**config.mk**
```make
export PLATFORM = sky130hd
export DESIGN_NAME = mmap_cs_decoder
export DESIGN_NICKNAME = d
export VERILOG_FILES = /design/src/rtl/mmap_cs_decoder.sv
export SDC_FILE = /design/constraint.sdc
export NUM_CORES = 1
export LEC_CHECK = 0
export BUFFER_PORTS_ARGS = -buffer_cell sky130_fd_sc_hd__buf_2
export CELL_PAD_IN_SITES_DETAIL_PLACEMENT = 1
export CELL_PAD_IN_SITES_GLOBAL_PLACEMENT = 2
export CORE_AREA = 2 2 39 41
export DETAILED_ROUTE_END_ITERATION = 7
export DIE_AREA = 0 0 41 43
export PLACE_DENSITY_LB_ADDON = 0.1
export RECOVER_POWER = 100
export SLEW_MARGIN = 20
export SYNTH_ARGS = -nofsm -noshare
export SYNTH_HDL_FRONTEND = slang
export SYNTH_SLANG_ARGS = --single-unit
```
**constraint.sdc**
```tcl
create_clock -name vclk -period 2.1
set_clock_uncertainty 0.05 [all_clocks]
set_input_delay 0.63 -clock vclk [all_inputs]
set_output_delay 0.63 -clock vclk [all_outputs]
set_load 0.02 [all_outputs]
```
**src/rtl/mmap_cs_decoder.sv**
```systemverilog
module mmap_cs_decoder #(
  parameter bit FULL_DECODE = 1'b1
) (
  input  logic [15:0] addr,
  input  logic        addr_valid_n,
  output logic        rom_sel_n,
  output logic        var_ram_sel_n,
  output logic        ser_ram_sel_n,
  output logic        io_sel_n,
  output logic        keypad_sel_n,
  output logic        unmapped
);

  localparam int ROM_OFS_W = 13;
  localparam int RAM_OFS_W = 12;
  localparam int IO_OFS_W  = 9;
  localparam int KP_OFS_W  = 2;

  logic [2:0] top3;
  logic       valid;
  logic       hit_rom, hit_var, hit_ser, hit_io, hit_kp;
  logic       any_hit;

  assign top3  = addr[15:13];
  assign valid = ~addr_valid_n;

  assign hit_rom = (top3 == 3'b000);

  generate
    if (FULL_DECODE) begin : g_full
      assign hit_var = (addr[15:RAM_OFS_W] == 4'b1100);
      assign hit_ser = (addr[15:RAM_OFS_W] == 4'b1101);
      assign hit_io  = (addr[15:IO_OFS_W]  == 7'b0100000);
      assign hit_kp  = (addr[15:KP_OFS_W]  == 14'b1001_0000_0000_00);

      always_comb begin
        if (valid) begin
          p_io_range_r3: assert (!io_sel_n == (addr >= 16'h4000 && addr <= 16'h41FF));
          p_kp_range_r4: assert (!keypad_sel_n == (addr >= 16'h9000 && addr <= 16'h9003));
          p_ram_r2: assert ((!var_ram_sel_n == (addr >= 16'hC000 && addr <= 16'hCFFF)) &&
                            (!ser_ram_sel_n == (addr >= 16'hD000 && addr <= 16'hDFFF)));
          p_hole_r6: assert (unmapped == ((addr >= 16'h2000 && addr <= 16'h3FFF) ||
                                          (addr >= 16'h4200 && addr <= 16'h8FFF) ||
                                          (addr >= 16'h9004 && addr <= 16'hBFFF) ||
                                          (addr >= 16'hE000)));
        end
      end
    end else begin : g_partial
      assign hit_var = (top3[2:1] == 2'b11) && !addr[RAM_OFS_W];
      assign hit_ser = (top3[2:1] == 2'b11) &&  addr[RAM_OFS_W];
      assign hit_io  = (top3 == 3'b010);
      assign hit_kp  = (top3 == 3'b100);

      always_comb begin
        if (valid) begin
          p_io_alias_r8: assert (!io_sel_n == (addr >= 16'h4000 && addr <= 16'h5FFF));
          p_kp_alias_r9: assert (!keypad_sel_n == (addr >= 16'h8000 && addr <= 16'h9FFF));
          p_ram_alias_r10: assert ((!var_ram_sel_n || !ser_ram_sel_n) == (addr >= 16'hC000));
          p_hole_r11: assert (unmapped == ((addr >= 16'h2000 && addr <= 16'h3FFF) ||
                                           (addr >= 16'h6000 && addr <= 16'h7FFF) ||
                                           (addr >= 16'hA000 && addr <= 16'hBFFF)));
        end
      end
    end
  endgenerate

  assign any_hit = hit_rom | hit_var | hit_ser | hit_io | hit_kp;

  assign rom_sel_n     = ~(valid & hit_rom);
  assign var_ram_sel_n = ~(valid & hit_var);
  assign ser_ram_sel_n = ~(valid & hit_ser);
  assign io_sel_n      = ~(valid & hit_io);
  assign keypad_sel_n  = ~(valid & hit_kp);
  assign unmapped      = valid & ~any_hit;

  always_comb begin
    p_one_active_r7: assert ($onehot0({~rom_sel_n, ~var_ram_sel_n, ~ser_ram_sel_n,
                                       ~io_sel_n, ~keypad_sel_n, unmapped}));
    if (addr_valid_n)
      p_idle_when_invalid_r5: assert (rom_sel_n && var_ram_sel_n && ser_ram_sel_n &&
                                      io_sel_n && keypad_sel_n && !unmapped);
    if (valid)
      p_rom_range_r1: assert (!rom_sel_n == (addr <= 16'h1FFF));
  end

  if (ROM_OFS_W + 3 != 16) begin : g_bad_width
    initial $error("ROM offset width does not fit the 16-bit bus");
  end

endmodule

```
==> results.md, run 1 <==
- Routed vias/inst: 4.08
- Vias in the first global route: approximately 260
- Outcome: complete, but fails checks
- Initial antenna violation count: 0
- Cells after synthesis: 17
- Die Ht: 43 um
- Final std cells w/o fill: between 60 and 70
- Largest net degree at the start of global routing: 5
- Netlist cell types: 14
- Worst hold stages: 4
- Failing checks: setup timing
- Routability cong.: 0.592
- Yosys warnings: 0
- Top cells by area, synth: nor4_4 (17%), nand2_1 (8.8%), nand4bb_1 (8.8%), or4_4 (8.8%), a221o_1 (7.8%)
- DIE AREA: approximately 0.0018 mm^2
- Final slew viol count: 0
- I/O pin count: 23
- Power per cell area: 148 mW/mm^2
- Final worst slack: -0.380 ns
- Initial Util: a little under a tenth
- Final Hold Viols: 0
- Period utilization: 118%
- Lkg Pwr: around 0.17 nW
- Tmin final: 2.48 ns
- FF+latch area: 0 um^2
- Hold Path End: keypad_sel_n
- DRT antenna net count: 0
- Leading cell type in the layout, fill and taps excluded: buf_2
- P&R area growth vs syn: 195%
- Top cell type's share of synthesized area: 16.7%
- Crit Path Max Fanout: 2
- Setup CP Type: input port to output pin
- Worst setup EP type: output pin
- Final #Nets: 66
- Design area: ~380 um^2
- FMAX: between 400 and 500 MHz
- Via count: about 260
- Placed Area: ~320 um^2
- RSZ-0062 raised after global routing: yes
- Hpwl dp: between 500 and 600 um
- All-Layer GR Usage: about 7.7%
- Final core utilization: between 20% and 30%
- Crit path required time: 1.42 ns
- Max VDD drop: ~26 uV
- Most frequent cells in the layout: buf_2 (14), buf_4 (10), buf_6 (3)
- DRC violations left: 0
- Register area share after synthesis: 0%
- Initial DRC count: 0
- Hold_sp: addr[8]
- Worst setup SP type: input port
- Max cap viols: 0
- FF+latch count: 0
- IO buf count: 21
- Detailed-route wire length: 627 um
- Synth Cell Area: approximately 130 um^2
- Global-route wire length before repair: ~1000 um
- Antenna diode count: 0
- Worst Hold Class: input port to output pin
- Std-Cell Rows: 14
- Remaining Overflow, GRT: 0
- Setup violators final: 2
- CORE AREA: 0.00138 mm^2
- Die width: 41 um
- Worst-Margin Slew: 0.388 ns
- 1st-pass router iterations: 1
- Clock buffers: 0
- Avg Inst Size Synth: around 7.5 um^2
- Post-Syn Nets: 34
- Placed Cells: between 60 and 70
- Critical path arrival: about 1.8 ns
- Relative max-transition margin: between 70% and 80%
- Dominant cell type by area after synthesis: nor4_4
- Share of layout cells above drive strength 1: between 70 and 80%
- Wirelength per Cell: 9.95 um
==> final cells by class <==
type                            count  area, um^2
Fill cell                         179        1010
Timing Repair Buffer               30         193
Multi-Input combinational cell     16         160
Tap cell                           16        20.0
Inverter                            1        3.75
==> repair_timing <==
| item | CTS | global route |
|---|---|---|
| hold buffers | 0 | 0 |
| endpoints found under the hold margin | 0 | 0 |
| endpoints found under the setup margin | 3 | 3 |
| buffers inserted | 0 | 1 |
| resized for setup | 7 | 5 |
| pin swaps | 1 | 3 |
==> worst max-delay path, stage by stage <==
cell and delay, ns:
buf_6 0.09, or4_4 0.53, nor4_4 0.30, a21oi_2 0.09
buf_2 0.17
==> where the power goes <==
group / internal, mW / leakage [nW] / switching, mW
combinational: 0.0309 / 0.171 / 0.0247
sequential: 0 / 0 / 0
clock: 0 / 0 / 0
==> how the worst max path moves through the flow <==
stage          endpoint  depth (start not counted)  slack, ns    start
3_5_place_dp   unmapped                          5      -0.41  addr[2]
4_1_cts        unmapped                          5      -0.40  addr[2]
2_1_floorplan  unmapped                          3      -0.14  addr[2]
6_report       unmapped                          5      -0.38  addr[2]
3_3_place_gp   unmapped                          5      -0.39  addr[2]
5_1_grt        unmapped                          5      -0.42  addr[2]
==> synthesized netlist by cell type <==
cell type	instances
nand2_1	3
nor2_1	2
a21oi_1	1
a221o_1	1
inv_1	1
nand4_1	1
nand4b_1	1
nand4bb_1	1
nor3b_1	1
nor4_1	1
nor4_4	1
nor4b_1	1
or4_4	1
xnor2_1	1
==> stage by stage <==
stage | hold slack (ns) | setup TNS, ns | setup slack (ns) | power, mW
floorplan | 1.34 | -0.281 | -0.143 | 0.0152
global placement | 1.56 | -0.864 | -0.388 | 0.0463
detailed placement | 1.56 | -0.885 | -0.411 | 0.0480
CTS | 1.52 | -0.758 | -0.397 | 0.0529
global route | 1.55 | -0.824 | -0.423 | 0.0600
finish | 1.53 | -0.731 | -0.380 | 0.0556
==> kinds of logic (layout without fill, tap and decap cells) <==
family	count (synthesis)	count (layout)	synth area share, %
buffers and inverters	1	31	2.94
and+or+nand+nor	13	13	78.4
xor gates and xnor gates	1	1	6.86
AOI/OAI and AO/OA	2	2	11.8
==> layer usage <==
metal  vias up  GRT usage, %  wire (um)  part of all wire [%]
met5         -             0          0                     0
met4         0             0          0                     0
met3         0         0.524         29                   4.6
met2         6          15.3        394                    63
met1       122          8.54        203                    32
li1        129             -          -                     -
Note: power is estimated with default switching activity, not from simulation.
==> run 2, diff against run 1 <==
- TNS_END_PERCENT: unset -> 5
==> run 2 against run 1 <==
  * Largest power group unchanged
  * Critical path depth unchanged
  * Combinational power is 6.5% lower
  * Sequential cell count is the same
  * Count of clock-buffer cells in the layout unchanged
  * Utilization fell by 2.4 points
  * First-iteration DRC count unchanged
  * The run still ends with setup timing left
  * Cell count shrank 1.6%
  * Highest routed layer unchanged
  * Non-clock buffer count decreased by 1
  * Worst hold slack improved by 0.030 ns
==> results.md, run 2 (same netlist as run 1, synthesis figures left out) <==
- Std-Cell Rows: 14 (unchanged)
- Setup CP Type: input port to output pin (unchanged)
- FF+latch area: 0 um^2 (unchanged)
- Max cap viols: 0 (unchanged)
- Hold Path End: keypad_sel_n (unchanged)
- Worst hold stages: 4 (unchanged)
- CP bufs+invs: 2 (unchanged)
- CP peak stage delay: 0.53 ns (about the same)
- Die width: 41 um (unchanged)
- Detailed-route wire length: 606 um (was 627 um)
- Hold_sp: addr[8] (unchanged)
- Worst setup EP type: output pin (unchanged)
- Power per cell area: 152 mW/mm^2 (was 148 mW/mm^2)
- Most frequent cells in the layout: buf_2 (18), buf_4 (8), clkbuf_1 (3) (was buf_2 (14), buf_4 (10), buf_6 (3))
- Hold Buf Count CTS: 0 (unchanged)
- P&R area growth vs syn: 169% (was 195%)
- Setup WS pre-CTS: -0.411 ns (unchanged)
- Via count: 250 (was 257)
- Cell mode on critical path: buf_2
- Die Ht: 43 um (unchanged)
- Crit path required time: 1.42 ns (about the same)
- Relative max-transition margin: 73.9% (about the same)
- Area of the multi-input gates: 158 um^2 (was 160 um^2)
- Remaining Overflow, GRT: 0 (unchanged)
- Max VDD drop: 24.7 uV (was 26.3 uV)
- DRC violations left: 0 (unchanged)
- Critical path arrival: 1.81 ns (was 1.80 ns)
- Tmin final: 2.49 ns (was 2.48 ns)
- Fill count: 183 (was 179)
- Initial antenna violation count: 0 (unchanged)
- Worst Hold Class: input port to output pin (unchanged)
- Outcome: complete, but fails checks (unchanged)
- Initial Util: 9.22% (unchanged)
- Hold_ws: 1.56 ns (was 1.53 ns)
- FF+latch count: 0 (unchanged)
- IO buf count: 21 (unchanged)
- Initial DRC count: 0 (unchanged)
- Routed vias/inst: 4.03 (was 4.08)
- Failing checks: setup timing (unchanged)
- Slowest stage cell on the critical path: or4_4 (unchanged)
- Period utilization: 119% (was 118%)
- Hpwl dp: 571 um (unchanged)
- DRT antenna net count: 0 (unchanged)
- Lkg Pwr: 0.149 nW (was 0.171 nW)
- Antenna diode count: 0 (unchanged)
- 1st-pass router iterations: 1 (unchanged)
- Crit-path cells: buf_2, or4_4, nor4_4, a21oi_2, buf_2 (was buf_6, or4_4, nor4_4, a21oi_2, buf_2)
- Clock buffers: 0 (unchanged)
- Routability cong.: 0.592 (unchanged)
- Global-route wire length before repair: 1040 um (was 1010 um)
- CORE AREA: 0.00138 mm^2 (unchanged)
- I/O pin count: 23 (unchanged)
- Largest net degree at the start of global routing: 5 (unchanged)
- DIE AREA: 0.00176 mm^2 (unchanged)
- Wirelength per Cell: 9.77 um (was 9.95 um)
- Setup violators final: 2 (unchanged)
- Worst setup SP type: input port (unchanged)
- Share of layout cells above drive strength 1: 71.7% (was 78.7%)
- Worst-Margin Slew: 0.388 ns (about the same)
- All-Layer GR Usage: 7.79% (was 7.69%)
- Vias in the first global route: 260 (was 259)
- RSZ-0062 raised after global routing: yes (unchanged)
- Final slew viol count: 0 (unchanged)
- CP delay by family, top: simple AND/OR/NAND/NOR gates (unchanged)
- Final worst slack: -0.393 ns (was -0.380 ns)
- Crit Path Max Fanout: 2 (unchanged)
- Leading cell type in the layout, fill and taps excluded: buf_2 (unchanged)
- Final #Nets: 65 (was 66)
- Final Hold Viols: 0 (unchanged)
- FMAX: 401 MHz (was 403 MHz)
## run 2: what timing repair did
| action | in CTS | in global routing |
|---|---|---|
| setup endpoints to repair | 3 | 3 |
| hold endpoints to repair | 0 | 0 |
| resized for setup | 4 | 1 |
| setup buffers | 0 | 0 |
## run 2: layout make-up
type                       instances  area share, %
inverter                           1           1.09
multi-input combinational         16           46.0
tap                               16           5.84
timing repair buffer              29           47.1
## run 2: through the flow
stage | util [%] | cells | total power [mW] | TNS, ns | cell area [um^2]
6_report | 24.8 | 62 | 0.0520 | -0.763 | 343
2_1_floorplan | - | 17 | 0.0152 | -0.281 | 134
3_5_place_dp | 23.1 | 62 | 0.0480 | -0.885 | 319
5_1_grt | 24.8 | 62 | 0.0564 | -0.910 | 343
4_1_cts | 24.7 | 62 | 0.0519 | -0.801 | 342
3_3_place_gp | 23.1 | 62 | 0.0463 | -0.864 | 319
## run 2: report_power, final
group	total, mW	switching (mW)	internal, mW
clock	0	0	0
sequential	0	0	0
combinational	0.0520	0.0241	0.0279
## run 2: how the worst max path moves through the flow
stage	startpoint	end	slack, ns	cells after the start
final	addr[2]	unmapped	-0.39	5
after floorplan	addr[2]	unmapped	-0.14	3
after detailed placement	addr[2]	unmapped	-0.41	5
after global placement	addr[2]	unmapped	-0.39	5
after global routing	addr[2]	unmapped	-0.44	5
after CTS	addr[2]	unmapped	-0.41	5
## run 2: layer usage
metal  wire, um  track usage (%)  part of all wire [%]
met1        195             9.18                    32
met3         29            0.524                   4.8
met2        381             15.0                    63
met4          0                0                     0
met5          0                0                     0
